[config.mk]
export PLATFORM = sky130hd
export DESIGN_NAME = hazard_ctrl
export DESIGN_NICKNAME = d
export VERILOG_FILES = /design/src/rtl/hazard_pkg.sv /design/src/rtl/hazard_datapath.sv /design/src/rtl/hazard_control.sv /design/src/rtl/hazard_ctrl.sv
export SDC_FILE = /design/constraint.sdc
export NUM_CORES = 1
export LEC_CHECK = 0
export BUFFER_PORTS_ARGS = -buffer_cell sky130_fd_sc_hd__buf_2
export CAP_MARGIN = 20
export CORE_AREA = 4 4 74 128
export CTS_BUF_LIST = sky130_fd_sc_hd__clkbuf_8
export DETAILED_ROUTE_END_ITERATION = 7
export DIE_AREA = 0 0 78 132
export GPL_TIMING_DRIVEN = 0
export PLACE_DENSITY = 0.77
export SLEW_MARGIN = 20
export SYNTH_ARGS = -nofsm -noshare
export SYNTH_HDL_FRONTEND = slang
export SYNTH_HIERARCHICAL = 1
export SYNTH_SLANG_ARGS = --single-unit
export TNS_END_PERCENT = 50
[constraint.sdc]
create_clock -name clk -period 7.2 [get_ports clk]
set_input_delay 1.8 -clock clk [delete_from_list [all_inputs] [get_ports clk]]
set_output_delay 1.8 -clock clk [all_outputs]
set_load 0.05 [all_outputs]
[src/rtl/hazard_pkg.sv]
package hazard_pkg;

  typedef enum logic [1:0] {
    RES_ID  = 2'd0,
    RES_EX  = 2'd1,
    RES_MEM = 2'd2
  } resolveStage_e;

  typedef enum logic [2:0] {
    BK_NONE = 3'd0,
    BK_BEQZ = 3'd1,
    BK_BNEZ = 3'd2,
    BK_J    = 3'd3,
    BK_JL   = 3'd4,
    BK_JR   = 3'd5,
    BK_JLR  = 3'd6,
    BK_RSVD = 3'd7
  } brKind_e;

  localparam int OFF_W    = 26;
  localparam int BR_OFF_W = 16;
  localparam int KIND_W   = 3;

  // strobes from the control to the address datapath
  typedef struct packed {
    logic selTarget;
    logic holdPc;
  } redirect_t;

endpackage

[src/rtl/hazard_datapath.sv]
module hazard_datapath
  import hazard_pkg::*;
#(
  parameter int ADDR_W = 32
) (
  input  logic [KIND_W-1:0] resKind,
  input  logic [ADDR_W-1:0] resPc1,
  input  logic [OFF_W-1:0]  resImm,
  input  logic [ADDR_W-1:0] resRs1Val,
  input  logic [ADDR_W-1:0] pcFetch,
  input  redirect_t         redir,
  output logic              taken,
  output logic [ADDR_W-1:0] pcNext
);

  localparam int BR_EXT = ADDR_W - BR_OFF_W;
  localparam int J_EXT  = ADDR_W - OFF_W;

  logic [ADDR_W-1:0] brOff;
  logic [ADDR_W-1:0] jOff;
  logic [ADDR_W-1:0] offSel;
  logic [ADDR_W-1:0] relTarget;
  logic [ADDR_W-1:0] target;
  logic [ADDR_W-1:0] seqPc;
  logic              useLong;
  logic              useReg;
  brKind_e           kind;

  assign kind  = brKind_e'(resKind);
  assign brOff = {{BR_EXT{resImm[BR_OFF_W-1]}}, resImm[BR_OFF_W-1:0]};
  assign jOff  = {{J_EXT{resImm[OFF_W-1]}}, resImm};

  // transfer decode: taken condition and operand choice
  always_comb begin
    taken   = 1'b0;
    useLong = 1'b0;
    useReg  = 1'b0;
    case (kind)
      BK_BEQZ: taken = (resRs1Val == '0);
      BK_BNEZ: taken = (resRs1Val != '0);
      BK_J, BK_JL: begin
        taken   = 1'b1;
        useLong = 1'b1;
      end
      BK_JR, BK_JLR: begin
        taken  = 1'b1;
        useReg = 1'b1;
      end
      default: taken = 1'b0;
    endcase
  end

  // one shared target adder, offset width picked ahead of it
  assign offSel    = useLong ? jOff : brOff;
  assign relTarget = resPc1 + offSel;
  assign target    = useReg ? resRs1Val : relTarget;
  assign seqPc     = pcFetch + ADDR_W'(4);

  always_comb begin
    if (redir.selTarget)   pcNext = target;
    else if (redir.holdPc) pcNext = pcFetch;
    else                   pcNext = seqPc;
  end

endmodule

[src/rtl/hazard_control.sv]
module hazard_control
  import hazard_pkg::*;
#(
  parameter int            REG_W   = 5,
  parameter resolveStage_e RESOLVE = RES_MEM
) (
  input  logic             clk,
  input  logic             rstN,
  input  logic [REG_W-1:0] idRs1,
  input  logic [REG_W-1:0] idRs2,
  input  logic             idUseRs1,
  input  logic             idUseRs2,
  input  logic             exIsLoad,
  input  logic [REG_W-1:0] exRd,
  input  logic             taken,
  output logic             pcWrEn,
  output logic             ifIdEn,
  output logic             nopIfId,
  output logic             nopIdEx,
  output logic             nopExMem,
  output redirect_t        redir
);

  // bit 0: fetch/decode, bit 1: decode/execute, bit 2: execute/memory
  logic [2:0] flushMask;

  generate
    if (RESOLVE == RES_MEM) begin : gMem
      assign flushMask = 3'b111;
    end else if (RESOLVE == RES_EX) begin : gEx
      assign flushMask = 3'b011;
    end else begin : gId
      assign flushMask = 3'b001;
    end
  endgenerate

  logic rs1Hit;
  logic rs2Hit;
  logic loadUse;
  logic stallNow;
  logic stalledLast;

  assign rs1Hit   = idUseRs1 && (idRs1 == exRd);
  assign rs2Hit   = idUseRs2 && (idRs2 == exRd);
  assign loadUse  = exIsLoad && (exRd != '0) && (rs1Hit || rs2Hit);
  // older transfer wins; never stall twice in a row
  assign stallNow = loadUse && !stalledLast && !taken;

  always_ff @(posedge clk or negedge rstN) begin
    if (!rstN) stalledLast <= 1'b0;
    else       stalledLast <= stallNow;
  end

  assign pcWrEn          = !stallNow;
  assign ifIdEn          = !stallNow;
  assign nopIfId         = taken && flushMask[0];
  assign nopIdEx         = (taken && flushMask[1]) || stallNow;
  assign nopExMem        = taken && flushMask[2];
  assign redir.selTarget = taken;
  assign redir.holdPc    = stallNow;

endmodule

[src/rtl/hazard_ctrl.sv]
module hazard_ctrl
  import hazard_pkg::*;
#(
  parameter int            ADDR_W  = 32,
  parameter int            REG_W   = 5,
  parameter resolveStage_e RESOLVE = RES_MEM
) (
  input  logic              clk,
  input  logic              rstN,
  input  logic [REG_W-1:0]  idRs1,
  input  logic [REG_W-1:0]  idRs2,
  input  logic              idUseRs1,
  input  logic              idUseRs2,
  input  logic              exIsLoad,
  input  logic [REG_W-1:0]  exRd,
  input  logic [2:0]        resKind,
  input  logic [ADDR_W-1:0] resPc1,
  input  logic [25:0]       resImm,
  input  logic [ADDR_W-1:0] resRs1Val,
  input  logic [ADDR_W-1:0] pcFetch,
  output logic              pcWrEn,
  output logic              ifIdEn,
  output logic              nopIfId,
  output logic              nopIdEx,
  output logic              nopExMem,
  output logic              pcSel,
  output logic [ADDR_W-1:0] pcNext
);

  redirect_t redir;
  logic      taken;

  hazard_control #(
    .REG_W  (REG_W),
    .RESOLVE(RESOLVE)
  ) u_control (
    .clk     (clk),
    .rstN    (rstN),
    .idRs1   (idRs1),
    .idRs2   (idRs2),
    .idUseRs1(idUseRs1),
    .idUseRs2(idUseRs2),
    .exIsLoad(exIsLoad),
    .exRd    (exRd),
    .taken   (taken),
    .pcWrEn  (pcWrEn),
    .ifIdEn  (ifIdEn),
    .nopIfId (nopIfId),
    .nopIdEx (nopIdEx),
    .nopExMem(nopExMem),
    .redir   (redir)
  );

  hazard_datapath #(
    .ADDR_W(ADDR_W)
  ) u_datapath (
    .resKind  (resKind),
    .resPc1   (resPc1),
    .resImm   (resImm),
    .resRs1Val(resRs1Val),
    .pcFetch  (pcFetch),
    .redir    (redir),
    .taken    (taken),
    .pcNext   (pcNext)
  );

  assign pcSel = redir.selTarget;

endmodule

==> results.ini <==
[critical_path]
r2r_slack_ps = 6220
crit_fanout = 5
slowest_stage = nor4_4
cp_common_cell = buf_4
end_kind = primary output
path_buf_inv = 3
slowest_delay_ps = 290
cp_cell_sequence = buf_2 > nor4_4 > nand4_1 > nor2_2 > nand2_1 > o21ai_0 > nor2_1 > a31oi_4 > nor3_4 > buf_4 > and4b_1 > and3_2 > and4_2 > and3_1 > xor2_1 > o21ai_1 > a311oi_1 > buf_4
critPathKind = input pin to primary output
crit_path_start_kind = input pin
cp.arrival_ps = 5170
required_ps = 5400
cpLargestDelayFamily = simple AND/OR/NAND/NOR gates

[route]
totalWireLength_um = 15000
dr.pass1.iters = 5
via_count = 5101
ant_nets = 0
drt_iter0_markers = 221
wire_per_inst_um = 17.5
avgViaCountPerCell = 5.95
drc = 0

[final_layout]
largest_reg_flops = 1
layout_commonest_cell = buf_2
syn_to_final_growth_pct = 30.8
drive_above_1_share = 0.324
final_util = 0.574
layout_common_cells = 186 x buf_2, 69 x nand2_1, 46 x nor2_1, 42 x o21ai_0, 35 x a21oi_1
top_register = u_control/stalledLast
antenna_cells = 0
fin_nets = 921
reg.largest.list = u_control/stalledLast x1

[timing]
clock_skew_ps = 0
fmax_ghz = 0.143
finalHoldViolations = 0
fin_ws_ps = 229
period_needed_ps = 6970
worst_pin_slew_ps = 572
period_share = 0.968
setup_viol = 0
max_slew_margin = 0.615
maxSlewViolCount = 0
rsz0062_at_grt = no

[clock_tree]
cts.clk_slew.worst_paths_ps = 0
cts_hold_buf = 0
clock_latency_ps = 0

[pwr]
power_density_nw_per_um2 = 125
vdd_drop_max_uv = 99.4
leakage_nw = 2.25
totalPowerFinal_w = 0.000609

[floorplanning]
initial_core_util = 0.439
core_area_um2 = 8500
num_rows = 45
io_pins = 183
die_w_um = 78
dieArea_um2 = 10300
die_h_um = 132

[global_routing]
antenna_found_initial = 0
grt_pass1_wl_um = 22900
grt_pass1_vias = 5104
busiest_layer = met2
met2_usage = 0.541
grt_max_degree = 11
grt_util_met3 = 0.0260
gr-total-overflow = 0
grtUsageTotal = 0.270
grt_util_met1 = 0.258

[logic_synthesis]
ys_seq_area_frac = 0.00671
yosysWarnings = 6
synth_top_area_frac = 0.111
yosys-top-cells-area = ha_1 11%, nand2_1 6.9%, xnor2_1 6.8%
synth_fp_nets = 737
netlist_area_um2 = 3730
synth_seq_cells = 1
yosys.cell_types.count = 79
synth_top_cell_by_area = ha_1
synthCells = 558
syn_area_per_cell_um2 = 6.68
synth_ff_type = dfrtp_1
synth-edff-count = 0
async_flop_share = 1.00

[flow_run]
maxCapViolations = 0

[min_path]
min_path_type = flip-flop to flip-flop

[placement]
place_ws_ps = -455
hpwl_um = 13100
port_buffers = 181
place.gp.congestion = 0.947

[run_status]
status = complete, no violations

kinds of logic after synthesis:
family	count (synthesis)	synth area share
and+or+nand+nor	235	0.320
buffers and inverters	45	0.0654
xor gates and xnor gates	57	0.134
muxes	7	0.0205
AOI/OAI and AO/OA	179	0.337
DFF	1	0.00671
adders and majority gates	34	0.116
final timing paths:
path | startpoint | to | cells after the start
max | resRs1Val[0] | pcNext[25] | 18
min | u_control/stalledLast | u_control/stalledLast | 3
max reg2reg | u_control/stalledLast | u_control/stalledLast | 3
min reg2reg | u_control/stalledLast | u_control/stalledLast | 3
max in group asynchronous | rstN | u_control/stalledLast | 1
min in group asynchronous | rstN | u_control/stalledLast | 1
per-layer routing:
layer / up-vias / routed length (µm)
met2: 219 / 8220
li1: 2461 / -
met1: 2361 / 5020
met3: 60 / 821
met4: 0 / 939
met5: - / 0
where the power goes:
group,internal (W),total [W],switching (W)
Sequential,0.00000576,0.00000578,0.0000000149
Combinational,0.000201,0.000603,0.000402
Clock,0,0,0
Total,0.000207,0.000609,0.000402
cell usage after synthesis, types with 12 or more instances:
| cell type | number |
|---|---|
| and3_1 | 14 |
| clkbuf_1 | 15 |
| nand3_1 | 22 |
| a21oi_1 | 35 |
| nor2_1 | 49 |
| xnor2_1 | 29 |
| nor3_1 | 12 |
| o21ai_0 | 42 |
| o21a_1 | 12 |
| xor2_1 | 28 |
| a31oi_1 | 18 |
| nand4_1 | 13 |
| a21o_1 | 12 |
| ha_1 | 33 |
| nand2_1 | 69 |
tightest hold or removal path, delay by kind of cell, from the launching register on:
family / cells / cell delay, ps
simple gates: 2 / 120
compound gates: 1 / 210
flops: 1 / 310
stage by stage:
stage	cell area, µm²	TNS (ps)	hold slack [ps]	std cells
floorplan	3740	0	547	558
global placement	4790	-5330	600	856
detailed placement	4790	-4430	625	856
CTS	4810	0	627	856
global route	4880	0	720	857
finish	4880	0	702	857
timing repair:
action | CTS | global route
pin swaps | 0 | 3
gates resized for setup | 4 | 19
setup buffers | 0 | 1
endpoints found under the setup margin | 22 | 16
cell type report:
type / count / area (µm²)
Buffer: 34 / 205
Fill cell: 912 / 3620
Inverter: 11 / 41.3
Multi-Input combinational cell: 512 / 3540
Sequential cell: 1 / 25.0
Tap cell: 117 / 146
Timing Repair Buffer: 182 / 918
No activity file was read; power rests on OpenSTA's default activity.
